`src/rtl/fdc_regbank_pkg.sv`:
```
package fdc_regbank_pkg;

  typedef enum logic [3:0] {
    RI_HOLD     = 4'd0,
    RI_TIMER    = 4'd1,
    RI_ERROR    = 4'd2,
    RI_MODE     = 4'd3,
    RI_SELECT   = 4'd4,
    RI_SETUP    = 4'd5,
    RI_CTRL_CLR = 4'd6,
    RI_CTRL_SET = 4'd7,
    RI_CAUSE    = 4'd8,
    RI_NSTEP    = 4'd9,
    RI_CTRACK   = 4'd10,
    RI_CSECT    = 4'd11,
    RI_GAP      = 4'd12,
    RI_TSECT    = 4'd13,
    RI_SCOUNT   = 4'd14,
    RI_CAUSE_EN = 4'd15
  } reg_idx_e;

  localparam int CAUSE_W   = 6;
  localparam int CB_ERR    = 5;
  localparam int CB_DCHG   = 4;
  localparam int CB_XFER   = 3;
  localparam int CB_SEEN   = 2;
  localparam int CB_SEEK   = 1;
  localparam int CB_TIMER  = 0;

  localparam logic [7:0] ERR_VALID = 8'hC5;
  localparam int SETUP_SWRST = 7;
  localparam int CTRL_IRQ_EN = 0;

endpackage

```
`src/rtl/fdc_us_timer.sv`:
```
module fdc_us_timer #(
  parameter int CLK_PER_US = 250,
  parameter int CNT_W      = 8
) (
  input  logic             clk,
  input  logic             rst_n,
  input  logic             soft_clr,
  input  logic             load,
  input  logic [CNT_W-1:0] load_val,
  output logic [CNT_W-1:0] count,
  output logic             expire
);
  localparam int PRE_W = (CLK_PER_US > 1) ? $clog2(CLK_PER_US) : 1;
  localparam logic [PRE_W-1:0] PRE_LAST = PRE_W'(CLK_PER_US - 1);

  logic [PRE_W-1:0] pre_q, pre_d;
  logic [CNT_W-1:0] cnt_q, cnt_d;
  logic             tick;

  assign tick  = (pre_q == PRE_LAST);
  assign count = cnt_q;

  always_comb begin
    pre_d  = pre_q;
    cnt_d  = cnt_q;
    expire = 1'b0;
    if (soft_clr) begin
      pre_d = '0;
      cnt_d = '0;
    end else if (load) begin
      pre_d = '0;
      cnt_d = load_val;
    end else begin
      pre_d = tick ? '0 : pre_q + 1'b1;
      if (tick && (cnt_q != '0)) begin
        cnt_d  = cnt_q - 1'b1;
        expire = (cnt_q == CNT_W'(1));
      end
    end
  end

  always_ff @(posedge clk or negedge rst_n) begin
    if (!rst_n) begin
      pre_q <= '0;
      cnt_q <= '0;
    end else begin
      pre_q <= pre_d;
      cnt_q <= cnt_d;
    end
  end

  // an idle counter at zero stays there
  p_timer_floor_r7: assert property (@(posedge clk) disable iff (!rst_n)
    (cnt_q == '0 && !load) |=> (cnt_q == '0));

  // each prescaler wrap removes exactly one count
  p_timer_step_r7: assert property (@(posedge clk) disable iff (!rst_n)
    (tick && cnt_q != '0 && !load && !soft_clr) |=> (cnt_q == $past(cnt_q) - 1'b1));

endmodule

```
`src/rtl/fdc_irq_latch.sv`:
```
module fdc_irq_latch #(
  parameter int W = 6
) (
  input  logic         clk,
  input  logic         rst_n,
  input  logic         soft_clr,
  input  logic [W-1:0] ev,
  input  logic         rd_clr,
  output logic [W-1:0] cause
);
  logic [W-1:0] cause_d;

  always_comb begin
    if (soft_clr)    cause_d = '0;
    else if (rd_clr) cause_d = ev;
    else             cause_d = cause | ev;
  end

  always_ff @(posedge clk or negedge rst_n) begin
    if (!rst_n) cause <= '0;
    else        cause <= cause_d;
  end

  // causes are sticky until read
  p_sticky_r3: assert property (@(posedge clk) disable iff (!rst_n)
    (!rd_clr && !soft_clr) |=> ((cause & $past(cause)) == $past(cause)));

  // a read with no new event leaves nothing pending
  p_read_clear_r3: assert property (@(posedge clk) disable iff (!rst_n)
    (rd_clr && ev == '0) |=> (cause == '0));

endmodule

```
`src/rtl/fdc_err_latch.sv`:
```
module fdc_err_latch #(
  parameter int         W     = 8,
  parameter logic [W-1:0] VALID = '1
) (
  input  logic         clk,
  input  logic         rst_n,
  input  logic         soft_clr,
  input  logic [W-1:0] set_bits,
  input  logic         rd_clr,
  output logic [W-1:0] err,
  output logic         new_err
);
  logic [W-1:0] set_v, err_d;

  assign set_v   = set_bits & VALID;
  assign new_err = |(set_v & ~err);

  always_comb begin
    if (soft_clr)    err_d = '0;
    else if (rd_clr) err_d = set_v;
    else             err_d = err | set_v;
  end

  always_ff @(posedge clk or negedge rst_n) begin
    if (!rst_n) err <= '0;
    else        err <= err_d;
  end

  // only valid positions can ever be held
  p_err_valid_r4: assert property (@(posedge clk) disable iff (!rst_n)
    (err & ~VALID) == '0);

  // read with no incoming fault empties the register
  p_err_clear_r4: assert property (@(posedge clk) disable iff (!rst_n)
    (rd_clr && set_v == '0) |=> (err == '0));

endmodule

```
`src/rtl/fdc_regbank.sv`:
```
module fdc_regbank #(
  parameter int CLK_PER_US = 250,
  parameter int ADDR_W     = 8
) (
  input  logic              clk,
  input  logic              rst_n,
  input  logic              bus_sel,
  input  logic              bus_we,
  input  logic [ADDR_W-1:0] bus_addr,
  input  logic [7:0]        bus_wdata,
  output logic [7:0]        bus_rdata,
  input  logic              ev_seek_done,
  input  logic              ev_seen_sector,
  input  logic              ev_xfer_done,
  input  logic              ev_data_changed,
  input  logic              ev_step,
  input  logic              id_load,
  input  logic [7:0]        id_track,
  input  logic [7:0]        id_sector,
  input  logic [7:0]        err_set,
  input  logic              sts_fifo1,
  input  logic              sts_fifo2,
  input  logic              sts_sense,
  input  logic              sts_rdraw,
  input  logic              sts_mark,
  output logic [7:0]        hold_byte,
  output logic [7:0]        mode_byte,
  output logic [7:0]        sel_byte,
  output logic [7:0]        setup_byte,
  output logic [7:0]        ctrl_byte,
  output logic [7:0]        seek_count,
  output logic [7:0]        gap_len,
  output logic [7:0]        tgt_sector,
  output logic [7:0]        sect_count,
  output logic              irq
);
  import fdc_regbank_pkg::*;

  localparam int IDX_LSB = ADDR_W - 4;

  // reset: asserted asynchronously, released on a clock edge
  logic [1:0] rst_sync_q;
  logic       rst_i_n;

  always_ff @(posedge clk or negedge rst_n) begin
    if (!rst_n) rst_sync_q <= 2'b00;
    else        rst_sync_q <= {rst_sync_q[0], 1'b1};
  end
  assign rst_i_n = rst_sync_q[1];

  // bus decode
  reg_idx_e idx;
  logic     wr, rd, soft_clr;

  assign idx      = reg_idx_e'(bus_addr[ADDR_W-1:IDX_LSB]);
  assign wr       = bus_sel & bus_we;
  assign rd       = bus_sel & ~bus_we;
  assign soft_clr = wr && (idx == RI_SETUP) && bus_wdata[SETUP_SWRST];

  // plain registers
  logic [7:0] hold_q, mode_q, sel_q, setup_q, ctrl_q, nstep_q;
  logic [7:0] ctrack_q, csect_q, gap_q, tsect_q, scount_q;
  logic [CAUSE_W-1:0] cen_q;
  logic [7:0] hold_d, mode_d, sel_d, setup_d, ctrl_d, nstep_d;
  logic [7:0] ctrack_d, csect_d, gap_d, tsect_d, scount_d;
  logic [CAUSE_W-1:0] cen_d;

  always_comb begin
    hold_d   = hold_q;
    mode_d   = mode_q;
    sel_d    = sel_q;
    setup_d  = setup_q;
    ctrl_d   = ctrl_q;
    nstep_d  = nstep_q;
    ctrack_d = ctrack_q;
    csect_d  = csect_q;
    gap_d    = gap_q;
    tsect_d  = tsect_q;
    scount_d = scount_q;
    cen_d    = cen_q;

    if (ev_step && (nstep_q != 8'd0)) nstep_d = nstep_q - 8'd1;
    if (id_load) begin
      ctrack_d = id_track;
      csect_d  = id_sector;
    end

    if (wr) begin
      unique case (idx)
        RI_HOLD:     hold_d   = bus_wdata;
        RI_MODE:     mode_d   = bus_wdata;
        RI_SELECT:   sel_d    = bus_wdata;
        RI_SETUP:    setup_d  = bus_wdata;
        RI_CTRL_CLR: ctrl_d   = ctrl_q & ~bus_wdata;
        RI_CTRL_SET: ctrl_d   = ctrl_q | bus_wdata;
        RI_NSTEP:    nstep_d  = bus_wdata;
        RI_GAP:      gap_d    = bus_wdata;
        RI_TSECT:    tsect_d  = bus_wdata;
        RI_SCOUNT:   scount_d = bus_wdata;
        RI_CAUSE_EN: cen_d    = bus_wdata[CAUSE_W-1:0];
        default: ;
      endcase
    end

    if (soft_clr) begin
      hold_d   = '0;
      mode_d   = '0;
      sel_d    = '0;
      setup_d  = '0;
      ctrl_d   = '0;
      nstep_d  = '0;
      ctrack_d = '0;
      csect_d  = '0;
      gap_d    = '0;
      tsect_d  = '0;
      scount_d = '0;
      cen_d    = '0;
    end
  end

  always_ff @(posedge clk or negedge rst_i_n) begin
    if (!rst_i_n) begin
      hold_q   <= '0;
      mode_q   <= '0;
      sel_q    <= '0;
      setup_q  <= '0;
      ctrl_q   <= '0;
      nstep_q  <= '0;
      ctrack_q <= '0;
      csect_q  <= '0;
      gap_q    <= '0;
      tsect_q  <= '0;
      scount_q <= '0;
      cen_q    <= '0;
    end else begin
      hold_q   <= hold_d;
      mode_q   <= mode_d;
      sel_q    <= sel_d;
      setup_q  <= setup_d;
      ctrl_q   <= ctrl_d;
      nstep_q  <= nstep_d;
      ctrack_q <= ctrack_d;
      csect_q  <= csect_d;
      gap_q    <= gap_d;
      tsect_q  <= tsect_d;
      scount_q <= scount_d;
      cen_q    <= cen_d;
    end
  end

  // timer
  logic [7:0] tmr_count;
  logic       tmr_expire;

  fdc_us_timer #(.CLK_PER_US(CLK_PER_US), .CNT_W(8)) u_timer (
    .clk      (clk),
    .rst_n    (rst_i_n),
    .soft_clr (soft_clr),
    .load     (wr && (idx == RI_TIMER)),
    .load_val (bus_wdata),
    .count    (tmr_count),
    .expire   (tmr_expire)
  );

  // error flags
  logic [7:0] err_q;
  logic       err_new;

  fdc_err_latch #(.W(8), .VALID(ERR_VALID)) u_err (
    .clk      (clk),
    .rst_n    (rst_i_n),
    .soft_clr (soft_clr),
    .set_bits (err_set),
    .rd_clr   (rd && (idx == RI_ERROR)),
    .err      (err_q),
    .new_err  (err_new)
  );

  // interrupt causes
  logic [CAUSE_W-1:0] ev_vec, cause_q;
  logic               pend;

  always_comb begin
    ev_vec           = '0;
    ev_vec[CB_ERR]   = err_new;
    ev_vec[CB_DCHG]  = ev_data_changed;
    ev_vec[CB_XFER]  = ev_xfer_done;
    ev_vec[CB_SEEN]  = ev_seen_sector;
    ev_vec[CB_SEEK]  = ev_seek_done;
    ev_vec[CB_TIMER] = tmr_expire;
  end

  fdc_irq_latch #(.W(CAUSE_W)) u_cause (
    .clk      (clk),
    .rst_n    (rst_i_n),
    .soft_clr (soft_clr),
    .ev       (ev_vec),
    .rd_clr   (rd && (idx == RI_CAUSE)),
    .cause    (cause_q)
  );

  assign pend = |(cause_q & cen_q);
  assign irq  = pend & ctrl_q[CTRL_IRQ_EN];

  // read mux
  always_comb begin
    unique case (idx)
      RI_HOLD:     bus_rdata = hold_q;
      RI_TIMER:    bus_rdata = tmr_count;
      RI_ERROR:    bus_rdata = err_q;
      RI_MODE:     bus_rdata = mode_q;
      RI_SELECT:   bus_rdata = sel_q;
      RI_SETUP:    bus_rdata = setup_q;
      RI_CTRL_CLR: bus_rdata = ctrl_q;
      RI_CTRL_SET: bus_rdata = {sts_fifo1, sts_fifo2, (err_q != 8'd0), 1'b0,
                                sts_sense, sts_rdraw, pend, sts_mark};
      RI_CAUSE:    bus_rdata = {{(8-CAUSE_W){1'b0}}, cause_q};
      RI_NSTEP:    bus_rdata = nstep_q;
      RI_CTRACK:   bus_rdata = ctrack_q;
      RI_CSECT:    bus_rdata = csect_q;
      RI_GAP:      bus_rdata = gap_q;
      RI_TSECT:    bus_rdata = tsect_q;
      RI_SCOUNT:   bus_rdata = scount_q;
      RI_CAUSE_EN: bus_rdata = {{(8-CAUSE_W){1'b0}}, cen_q};
      default:     bus_rdata = 8'd0;
    endcase
  end

  assign hold_byte  = hold_q;
  assign mode_byte  = mode_q;
  assign sel_byte   = sel_q;
  assign setup_byte = setup_q;
  assign ctrl_byte  = ctrl_q;
  assign seek_count = nstep_q;
  assign gap_len    = gap_q;
  assign tgt_sector = tsect_q;
  assign sect_count = scount_q;

  // a set-address write leaves every written bit on
  p_ctrl_set_r2: assert property (@(posedge clk) disable iff (!rst_i_n)
    (wr && idx == RI_CTRL_SET) |=> ((ctrl_q & $past(bus_wdata)) == $past(bus_wdata)));

  // dropping the master enable silences the line next cycle
  p_irq_gate_r5: assert property (@(posedge clk) disable iff (!rst_i_n)
    (wr && idx == RI_CTRL_CLR && bus_wdata[CTRL_IRQ_EN]) |=> !irq);

  // software reset empties control, setup, enable and causes
  p_swrst_r8: assert property (@(posedge clk) disable iff (!rst_i_n)
    soft_clr |=> (ctrl_q == 8'd0 && setup_q == 8'd0 && cen_q == '0 && cause_q == '0));

  // host writes cannot move the current track
  p_ctrack_ro_r10: assert property (@(posedge clk) disable iff (!rst_i_n)
    (wr && idx == RI_CTRACK && !id_load) |=> $stable(ctrack_q));

  // the step count never wraps below zero
  p_nstep_floor_r11: assert property (@(posedge clk) disable iff (!rst_i_n)
    (nstep_q == 8'd0 && !(wr && idx == RI_NSTEP)) |=> (nstep_q == 8'd0));

endmodule

```
`config.mk`:
```
export PLATFORM = sky130hd
export DESIGN_NAME = fdc_regbank
export DESIGN_NICKNAME = d
export VERILOG_FILES = /design/src/rtl/fdc_regbank_pkg.sv /design/src/rtl/fdc_us_timer.sv /design/src/rtl/fdc_irq_latch.sv /design/src/rtl/fdc_err_latch.sv /design/src/rtl/fdc_regbank.sv
export SDC_FILE = /design/constraint.sdc
export NUM_CORES = 1
export LEC_CHECK = 0
export BUFFER_PORTS_ARGS = -buffer_cell sky130_fd_sc_hd__buf_4
export CAP_MARGIN = 20
export CORE_MARGIN = 2
export CORE_UTILIZATION = 55
export DETAILED_ROUTE_END_ITERATION = 8
export PLACE_DENSITY = 0.76
export SLEW_MARGIN = 40
export SYNTH_ARGS = -nofsm -noshare
export SYNTH_HDL_FRONTEND = slang
export SYNTH_SLANG_ARGS = --single-unit
```
`constraint.sdc`:
```
create_clock -name clk -period 8.05 [get_ports clk]
set_clock_uncertainty 0.1 [all_clocks]
set_input_delay 0.4025 -clock clk [delete_from_list [all_inputs] [get_ports clk]]
set_output_delay 0.4025 -clock clk [all_outputs]
set_load 0.005 [all_outputs]
```
==> impl_results.md, run 1 <==
- Seq/Total Area, Yosys: a little under half
- CTS sink cnt: about 120
- Max transition margin: between 40 and 50%
- Die area: around 13000 µm²
- Syn Nets: roughly 780
- Finish-stage setup viols: 0
- Max VDD drop: 170.5 µV
- Hold crit path type: input pin to register
- Total CTS buffers: 17
- CTS root buffer: clkbuf_16
- Final WL: 22.65 mm
- Crit-path max FO: 52
- Final Max Tran Viols: 0
- CTS clk-pin slew, worst paths: around 0.06 ns
- Initial antenna violation count: 0
- CTS Hold Bufs: 1
- Grt total ovfl: 0
- Max_cap viols: 0
- Critical path's slowest cell: nor4_1
- Critical Path, Cell by Cell: buf_4 > nand2_1 > nor4_1 > o32ai_1 > or3_1 > buf_4
- CP top delay family: simple AND/OR/NAND/NOR gates
- Drt first-iter violations: between 900 and 1000
- Setup Crit Path Kind: input pin to primary output
- Fraction of layout cells with a size suffix above 1: 22.50%
- RR Startpoint: seek_count[3]
- Vias: around 6200
- Pwr Total: between 2 and 2.5 mW
- LEAKAGE: ~3.7 nW
- Tot GR Track Use: a little over a third
- Final Hold Fails: 0
- Filler cells: a little under 1000
- Largest net degree at the start of global routing: between 80 and 90
- Slowest stage delay, CP: roughly 0.6 ns
- Global-route wire length before repair: 34.95 mm
- CP startpoint: bus_addr[4]
- Post-DR wirelength/cell: 23.16 µm
- Max Root-Sink Buffers: 2
- Worst-margin pin slew: 0.8118 ns
- Buf/Inv on CP: 2
- EDFF count, synth: 0
- Critical path capture point type: primary output
- Port-buffer cells: roughly 130
- Synth Warn #: 0
- Min Tclk post-route: 3.267 ns
- Tcrit/Tclk final: approximately 41%
- TNS Setup: 0 ns
- Post-CTS Resized: 0
- Clock latency on the worst-skew pair: 0.42 ns
- Power density over the cells: around 260 nW/µm²
- Layout Nets: 879
- Starting Density: between 50% and 60%
- Top cell by count, worst path: buf_4
- Status: completed
- Yosys reg bits: 122
- Area of the multi-input gates: between 3000 and 4000 µm²
- Area grow syn2layout: 23.31%
- Reg area: around 3100 µm²
- Hold path start: ev_seek_done
- Post-CTS setup buffer count: 0
- Post-Synthesis Cells: 715
- Crit path required time: 7.55 ns
- Max Freq: approximately 310 MHz
- HPWL after detailed placement: approximately 16 mm
- DIE WIDTH: around 110 µm
- Ys async rst share: 100.0%
- Crit path DAT: between 2 and 3 ns
- Post-synth cell types: 64
- ANT nets after route: 0
- Post-Syn Area per Cell: 9.331 µm²
- Routed vias/inst: around 6.3
- Placer Congestion: 0.9477
- Top FF cell, synth: dfrtp_1
- Core Area: between 10000 and 15000 µm²
- ANT cells: 0
- CTS HTree Levels: 4
- Vias in the first global route: about 6000
- RSZ-0062 raised after global routing: false
- # rows: 40
- Synth area leader: dfrtp_1
- CTS tree: done
- Ports: roughly 140
- Synthesized area: 6671 µm²
- DIE HEIGHT: roughly 110 µm
- Area share of the largest cell type after synthesis: 45.76%
- CP Launch Type: input pin
- Top post-synthesis cells by area: dfrtp_1 (46%), mux2i_1 (9.9%), nor2_1 (5.7%)
- DRC errors left: 0
- Pre-Repair DR Iteration Count: 6
[state kept, by name, summed over array words and instances, names as in the netlist]
| signal | count |
|---|---|
| csect_q | 8 |
| ctrack_q | 8 |
| ctrl_byte | 8 |
| gap_len | 8 |
| hold_byte | 8 |
| mode_byte | 8 |
| sect_count | 8 |
| seek_count | 8 |
| sel_byte | 8 |
| setup_byte | 8 |
| tgt_sector | 8 |
| u_timer.count | 8 |
| u_timer.pre_q | 8 |
| cen_q | 6 |
| u_cause.cause | 6 |
| u_err.err | 4 |
| rst_sync_q | 2 |
[cell usage after synthesis, types with 10 or more instances]
cell and n:
nor2_1 102, a22o_1 14, clkbuf_1 17, nand3_1 31, inv_1 19, buf_4 10, dfrtp_1 122, a21oi_1 53
nand2_1 55, mux2i_1 66, buf_2 22, a22oi_1 10, nor2b_1 13, o21ai_0 45
[metrics by stage]
stage / hold slack (ns) / cells / setup slack (ns) / util (%) / instance area, µm²
global placement: 0.08520 / 944 / 4.412 / 63.80 / 7600
global route: 0.1041 / 978 / 4.816 / 69.07 / 8227
floorplan: 0.006909 / 715 / 4.299 / - / 6671
finish: 0.09432 / 978 / 4.783 / 69.07 / 8227
detailed placement: 0.08550 / 945 / 4.301 / 63.99 / 7622
CTS: 0.08508 / 978 / 4.747 / 69.01 / 8220
[tightest hold or removal path, stage by stage]
cell and delay [ns]:
buf_4 0.08, a21oi_1 0.03, nor2_1 0.07
[final cells by class]
class	count	area share (%)
clock inverter	13	1.764
clock buffer	19	5.384
sequential	122	37.16
multi-input combinational	525	40.23
inverter	19	0.8669
timing repair buffer	133	12.37
tap	147	2.236
[layout by cell type (no fill, tap or decap), drive strengths merged, types with 10 or more instances in the layout]
| master | synthesis | final |
|---|---|---|
| nor2 | 106 | 106 |
| nor3 | 11 | 11 |
| nor2b | 14 | 14 |
| o21ai | 45 | 45 |
| a22oi | 10 | 10 |
| nand2 | 56 | 56 |
| inv | 19 | 21 |
| mux2i | 66 | 66 |
| dfrtp | 122 | 122 |
| nand3 | 33 | 33 |
| a21oi | 53 | 53 |
| buf | 32 | 132 |
| clkbuf | 17 | 19 |
| a22o | 14 | 14 |
[where the power goes]
part	switching, mW	internal, mW
registers	0.170	0.738
clock network	0.291	0.466
logic	0.245	0.262
total	0.706	1.47
[kinds of logic after synthesis]
logic type / synth area share, %
AOI/OAI and AO/OA: 17.22
xor gates and xnor gates: 2.232
adders and majority gates: 1.125
buffers and inverters: 4.801
DFF: 45.76
muxes: 10.58
other: 0.05621
and+or+nand+nor: 18.23
[layer usage]
metal  track usage [%]  vias up  share of wire, %
li1                  -     2755                 -
met1             49.95     3007                40
met2             55.20      384                47
met3             7.305       51               9.4
met4             14.39        0               3.1
met5                 0        -                 0
[worst paths after layout]
path | to | slack (ns) | cells past startpoint
min in group asynchronous | sel_byte[4] | 0.16 | 0
min | u_cause.cause[1] | 0.09 | 3
max in group asynchronous | sel_byte[7] | 6.69 | 1
max reg2reg | seek_count[7] | 6.05 | 5
max | bus_rdata[1] | 4.78 | 6
min reg2reg | sel_byte[4] | 0.16 | 0
Note: power is estimated with default switching activity, not from simulation.
==> run 2, diff against run 1 <==
clock period = 3.05 ns   (was 8.05 ns; I/O delays follow)
==> run 2 against run 1 <==
  * First-iteration DRC count is 21% lower
  * Global-route usage is 1.8 points higher
  * Worst hold slack worse by 0.077 ns
  * Non-clock buffer count is 42 higher
  * Worst setup slack worse by 4.3 ns
  * Critical path depth is 1 lower
  * Sequential share of layout area is 1.6 points lower
  * Final cell count is 4.1% higher
  * Wire length is 6.1% higher
  * Count of clock-buffer cells in the layout is 3 higher
  * Largest cell class unchanged
==> impl_results.md, run 2 (synthesized netlist as in run 1, its figures left out) <==
- P_int: 3.925 mW (+170%)
- # rows: 40 (unchanged)
- Tot GR Track Use: 37.63% (+1.8 points)
- Max Freq: a little under 400 MHz
- Area grow syn2layout: 29.03%
- Hold path cells: 3 (unchanged)
- Die area: 13030 µm² (unchanged)
- Drt first-iter violations: 763 (-21%)
- Clock latency on the worst-skew pair: 0.42 ns (about the same)
- CP Capture Point: bus_rdata[1]
- Hold crit path type: input pin to register
- Worst-margin pin slew: 0.8162 ns (+0.004368 ns)
- Final Max Tran Viols: 0 (unchanged)
- Initial antenna violation count: 0 (unchanged)
- LEAKAGE: 3.847 nW (+5.1%)
- Tcrit/Tclk final: a little over four fifths
- Vias: 6400 (+3.3%)
- Post-CTS setup buffer count: 0 (unchanged)
- ANT nets after route: 0 (unchanged)
- Grt total ovfl: 0 (unchanged)
- CTS HTree Levels: 4 (unchanged)
- Ports: 136 (unchanged)
- Routed vias/inst: 6.287 (-0.78%)
- Max Root-Sink Buffers: 2 (unchanged)
- CTS tree: done
- CP Launch Type: register
- DRC errors left: 0 (unchanged)
- Core Area: 11910 µm² (unchanged)
- Most common cell after layout, fill and taps aside: buf_4
- Largest net degree at the start of global routing: 121 (+36%)
- HPWL after detailed placement: 16.43 mm (+4.3%)
- Crit-path max FO: 3 (-94%)
- Pre-Repair DR Iteration Count: 5 (-1)
- Fraction of layout cells with a size suffix above 1: 22.04% (-0.46 points)
- Max_cap viols: 0 (unchanged)
- Psw: 1.834 mW (+160%)
- Power density over the cells: 669.0 nW/µm² (+150%)
- Finish-stage setup viols: 0 (unchanged)
- Reg2reg end: seek_count[6]
- Max VDD drop: 423.3 µV (+150%)
- Commonest non-fill, non-tap cells in the layout: buf_4 (140), dfrtp_1 (121), nor2_1 (102)
- Post-DR wirelength/cell: 23.61 µm (+1.9%)
- DIE WIDTH: 114.1 µm (unchanged)
- Switching share of total power: 31.85% (-0.66 points)
- Starting Density: 56.01% (unchanged)
- Non-Filler Instances: 1018 (+4.1%)
- Clock Power Share: 34.1% (-0.7 points)
- CTS clk-pin slew, worst paths: 0.06 ns (about the same)
- FF-to-FF setup slack: 0.94 ns (-5.11 ns)
- Crit path DAT: 2.30 ns (-0.46 ns)
- Placer Congestion: 0.9740 (+2.8%)
- Vias in the first global route: 6110 (+1.0%)
- CP startpoint: u_cause.cause[4]
- Gate power share: 24.4% (+1.1 points)
- R2R cell count: 7 (+2)
- Final Cell Area: 8608 µm² (+4.6%)
- Max transition margin: 45.41% (-0.17 points)
- DP Area: 7707 µm² (+1.1%)
- Post-layout util: 72.27% (+3.2 points)
- Global-route wire length before repair: 36.02 mm (+3.1%)
- DIE HEIGHT: 114.1 µm (unchanged)
- TNS Setup: 0 ns (unchanged)
- Total CTS buffers: 17 (unchanged)
- Critical path capture point type: primary output
- Port-buffer cells: 127 (unchanged)
- Cell count after placement: 955 (+1.1%)
- Final Hold Fails: 0 (unchanged)
- RSZ-0062 raised after global routing: false
- CTS sink cnt: 122 (unchanged)
- Min Tclk post-route: around 2.5 ns
- Layout Nets: 921 (+4.8%)
- Status: completed
- ANT cells: 0 (unchanged)
- Crit path required time: 2.80 ns (-4.75 ns)
- Reg power frac: 41.5% (-0.3 points)
- Final WL: 24.03 mm (+6.1%)
- CTS root buffer: clkbuf_16
- Setup Crit Path Kind: register to primary output
- Pwr Total: 5.759 mW (+170%)
- RR Startpoint: seek_count[1]
## run 2: power by group through the flow
stage | registers (mW) | clock network [mW] | logic [mW]
6_report | 2.39 | 1.96 | 1.40
5_1_grt | 2.41 | 2.05 | 1.52
4_1_cts | 2.37 | 1.97 | 1.39
3_5_place_dp | 2.39 | 0 | 1.35
3_3_place_gp | 2.37 | 0 | 1.30
2_1_floorplan | 2.28 | 0 | 0.703
## run 2: worst min path at each step
stage	slack [ns]	startpoint	endpoint
after floorplan	-0.24	rst_n	rst_sync_q[0]
after detailed placement	-0.16	rst_n	rst_sync_q[0]
after CTS	0.003	bus_wdata[2]	cen_q[2]
after global placement	-0.17	rst_n	rst_sync_q[0]
final	0.02	bus_wdata[2]	cen_q[2]
after global routing	0.01	bus_wdata[2]	cen_q[2]
## run 2: per-stage QoR
| stage | hold slack (ns) | worst slack, ns |
|---|---|---|
| finish | 0.01739 | 0.5024 |
| global route | 0.01123 | 0.4723 |
| CTS | 0.002571 | 0.5168 |
| global placement | -0.1650 | 0.7126 |
| floorplan | -0.2431 | 0.9152 |
| detailed placement | -0.1584 | 0.6186 |
## run 2: worst max-delay path: stages (launching register included)
cell and delay (ns):
dfrtp_1 0.43, a22o_1 0.24, nor4_1 0.50, o32ai_1 0.17, or3_1 0.38, buf_4 0.16
## run 2: routing by layer
metal  part of all wire [%]  up-vias  GRT usage, %  wire length, µm
met1                     39     3147         49.74             9376
met5                      0        -             0                0
li1                       -     2836             -                -
met3                    9.4       49         8.417             2269
met4                    3.1        0         13.09              750
met2                     48      368         61.47            11640
## run 2: layout make-up
type                       instances  area [µm²]
inverter                          19       71.32
clock buffer                      22       474.2
sequential                       122        3057
multi-input combinational        525        3304
clock inverter                     8       96.34
timing repair buffer             175        1421
tap                              147       183.9
fill                             907        3303
## run 2: repair_timing
action,4_1_cts,5_1_grt
gates resized for setup,0,0
hold buffers,33,0
endpoints found under the hold margin,38,0
==> run 3, diff against run 2 <==
CORE_UTILIZATION = 50   (was 55)
PLACE_DENSITY = 0.73   (was 0.76)
clock period = 2.1 ns   (was 3.05 ns; I/O delays follow)
==> run 3 against run 2 <==
  * The flow now finishes with violations (setup timing)
  * Critical path type unchanged
  * Sequential power up 44%
  * Global-route usage down 2.8 points
  * Sequential share of layout area down 1.6 points
  * Via count up 2.9%
  * Flip-flop and latch count unchanged
  * Clock power up 49%
  * Wire length up 0.85%
  * Core utilization down 3.6 points
  * Critical endpoint unchanged
  * Cell area up 4.7%
  * Critical path depth up 1
  * Non-clock buffer count up 37
==> impl_results.md, run 3 (synthesized netlist as in run 1, its figures left out) <==
- Tot GR Track Use: 34.79% (-2.8 points)
- Status: complete, but fails checks
- CTS HTree Levels: 4 (unchanged)
- Max_cap viols: 0 (unchanged)
- Max Root-Sink Buffers: 2 (unchanged)
- Slowest stage delay, CP: 0.41 ns (-0.09 ns)
- DIE HEIGHT: 119.5 µm (+4.7%)
- Final WL: 24.24 mm (+0.85%)
- Initial antenna violation count: 1 (+1)
- Post-layout util: 68.62% (-3.6 points)
- Max transition margin: 55.52% (+10 points)
- DP Area: 7951 µm² (+3.2%)
- Non-Filler Instances: 1087 (+6.8%)
- CTS tree: done
- Final Cell Area: 9015 µm² (+4.7%)
- # rows: 42 (+5.0%)
- R2R cell count: 5 (-2)
- Reg2reg end: seek_count[7]
- Area grow syn2layout: 35.13%
- CTS root buffer: clkbuf_16
- Total CTS buffers: 17 (unchanged)
- Final Hold Fails: 0 (unchanged)
- Vias: 6588 (+2.9%)
- Power density over the cells: 947.6 nW/µm² (+42%)
- DRC errors left: 0 (unchanged)
- CTS sink cnt: 122 (unchanged)
- Grt total ovfl: 0 (unchanged)
- CP Launch Type: register
- Critical Path, Cell by Cell: a22o_1 > nor4_2 > buf_4 > o32ai_2 > or3_4 > buf_6
- Placer Congestion: 1.005 (+3.2%)
- Global-route wire length before repair: 37.02 mm (+2.8%)
- Filler cells: 1040 (+15%)
- Crit-path max FO: 3 (unchanged)
- Pwr Total: 8.542 mW (+48%)
- Min Tclk post-route: 2.222 ns
- Pre-Repair DR Iteration Count: 5 (unchanged)
- Worst-margin pin slew: 0.6673 ns (-0.1489 ns)
- Tcrit/Tclk final: 105.8%
- Final WS setup: -0.1224 ns (-0.6248 ns)
- CP startpoint: cen_q[4]
- FF-to-FF setup slack: 0.20 ns (-0.74 ns)
- RSZ-0062 raised after global routing: true
- CTS clk-pin slew, worst paths: 0.06 ns (about the same)
- Crit path DAT: 2.02 ns (-0.28 ns)
- Max VDD drop: 727.5 µV (+72%)
- RR Startpoint: seek_count[6]
- ANT nets after route: 0 (unchanged)
- Critical path's slowest cell: dfrtp_1
- Layout Nets: 958 (+4.0%)
- LEAKAGE: 4.040 nW (+5.0%)
- Clock latency on the worst-skew pair: 0.42 ns (about the same)
- Hold slack final: 0.04568 ns (+0.02829 ns)
- Ports: 136 (unchanged)
- Max Freq: 450.0 MHz
- Largest net degree at the start of global routing: 121 (unchanged)
- Port-buffer cells: 127 (unchanged)
- Final Max Tran Viols: 0 (unchanged)
- Crit path required time: 1.89 ns (-0.91 ns)
- HPWL after detailed placement: 17.20 mm (+4.7%)
- Core Area: 13140 µm² (+10%)
- Drt first-iter violations: 708 (-7.2%)
- Fraction of layout cells with a size suffix above 1: 25.93% (+3.9 points)
- Vias in the first global route: 6344 (+3.8%)
- Post-DR wirelength/cell: 22.30 µm (-5.5%)
- Routed vias/inst: 6.061 (-3.6%)
- CP Capture Point: bus_rdata[1]
- Starting Density: 50.78% (-5.2 points)
- Most common cell after layout, fill and taps aside: buf_4
- DIE WIDTH: 119.5 µm (+4.7%)
- Hold crit path type: input pin to register
- Finish-stage setup viols: 1 (+1)
- Commonest non-fill, non-tap cells in the layout: buf_4 (171), dfrtp_1 (121), nor2_1 (102)
- Failing checks: setup timing
- Die area: 14280 µm² (+9.6%)
- Critical path capture point type: primary output
- Cell count after placement: 1010 (+5.8%)
- Setup Crit Path Kind: register to primary output
==> run 3: area by class of cell <==
type                       count  area [µm²]  share of cell area (%)
clock inverter                15       163.9                   1.818
timing repair buffer         212        1727                   19.15
multi-input combinational    525        3348                   37.14
inverter                      19       71.32                  0.7911
tap                          176       220.2                   2.443
sequential                   122        3057                   33.91
antenna                        1       2.502                 0.02776
clock buffer                  17       425.4                   4.719
==> run 3: worst min-delay path by stage <==
stage / end / start / cells after the start
3_3_place_gp: rst_sync_q[0] / rst_n / 1
6_report: csect_q[1] / id_load / 3
5_1_grt: csect_q[1] / id_load / 3
4_1_cts: gap_len[1] / bus_addr[5] / 4
3_5_place_dp: rst_sync_q[1] / rst_n / 1
2_1_floorplan: rst_sync_q[0] / rst_n / 0
==> run 3: repair_timing <==
| action | CTS | global route |
|---|---|---|
| endpoints found under the setup margin | 3 | 4 |
| buffers inserted | 7 | 1 |
| hold buffers | 36 | 0 |
| resized for setup | 6 | 3 |
| pin swaps | 6 | 4 |
| endpoints found under the hold margin | 60 | 0 |
==> run 3: through the flow <==
stage	setup WS (ns)	setup TNS (ns)
floorplan	0.3122	0
global placement	0.2151	0
detailed placement	0.1824	0
CTS	-0.1833	-0.1833
global route	-0.2133	-0.2281
finish	-0.1224	-0.1224
==> run 3: metal layers <==
metal	global-route usage [%]	wire length, µm	vias to the layer above
met5	0	0	-
met3	6.084	1924	64
li1	-	-	2910
met1	49.05	10300	3243
met2	53.61	11200	371
met4	13.82	814	0
==> run 3: worst max-delay path, delay by kind of cell, from the launching register on <==
family / cells / cell delay [ns]
AO/OA/AOI/OAI: 2 / 0.30
buffers and inverters: 2 / 0.29
flip-flops: 1 / 0.41
AND/OR/NAND/NOR: 2 / 0.60
==> run 3: power breakdown <==
part | total (mW) | internal [mW] | switching, mW
clock network | 2.93 | 1.77 | 1.16
registers | 3.45 | 2.83 | 0.626
logic | 2.16 | 1.14 | 1.02
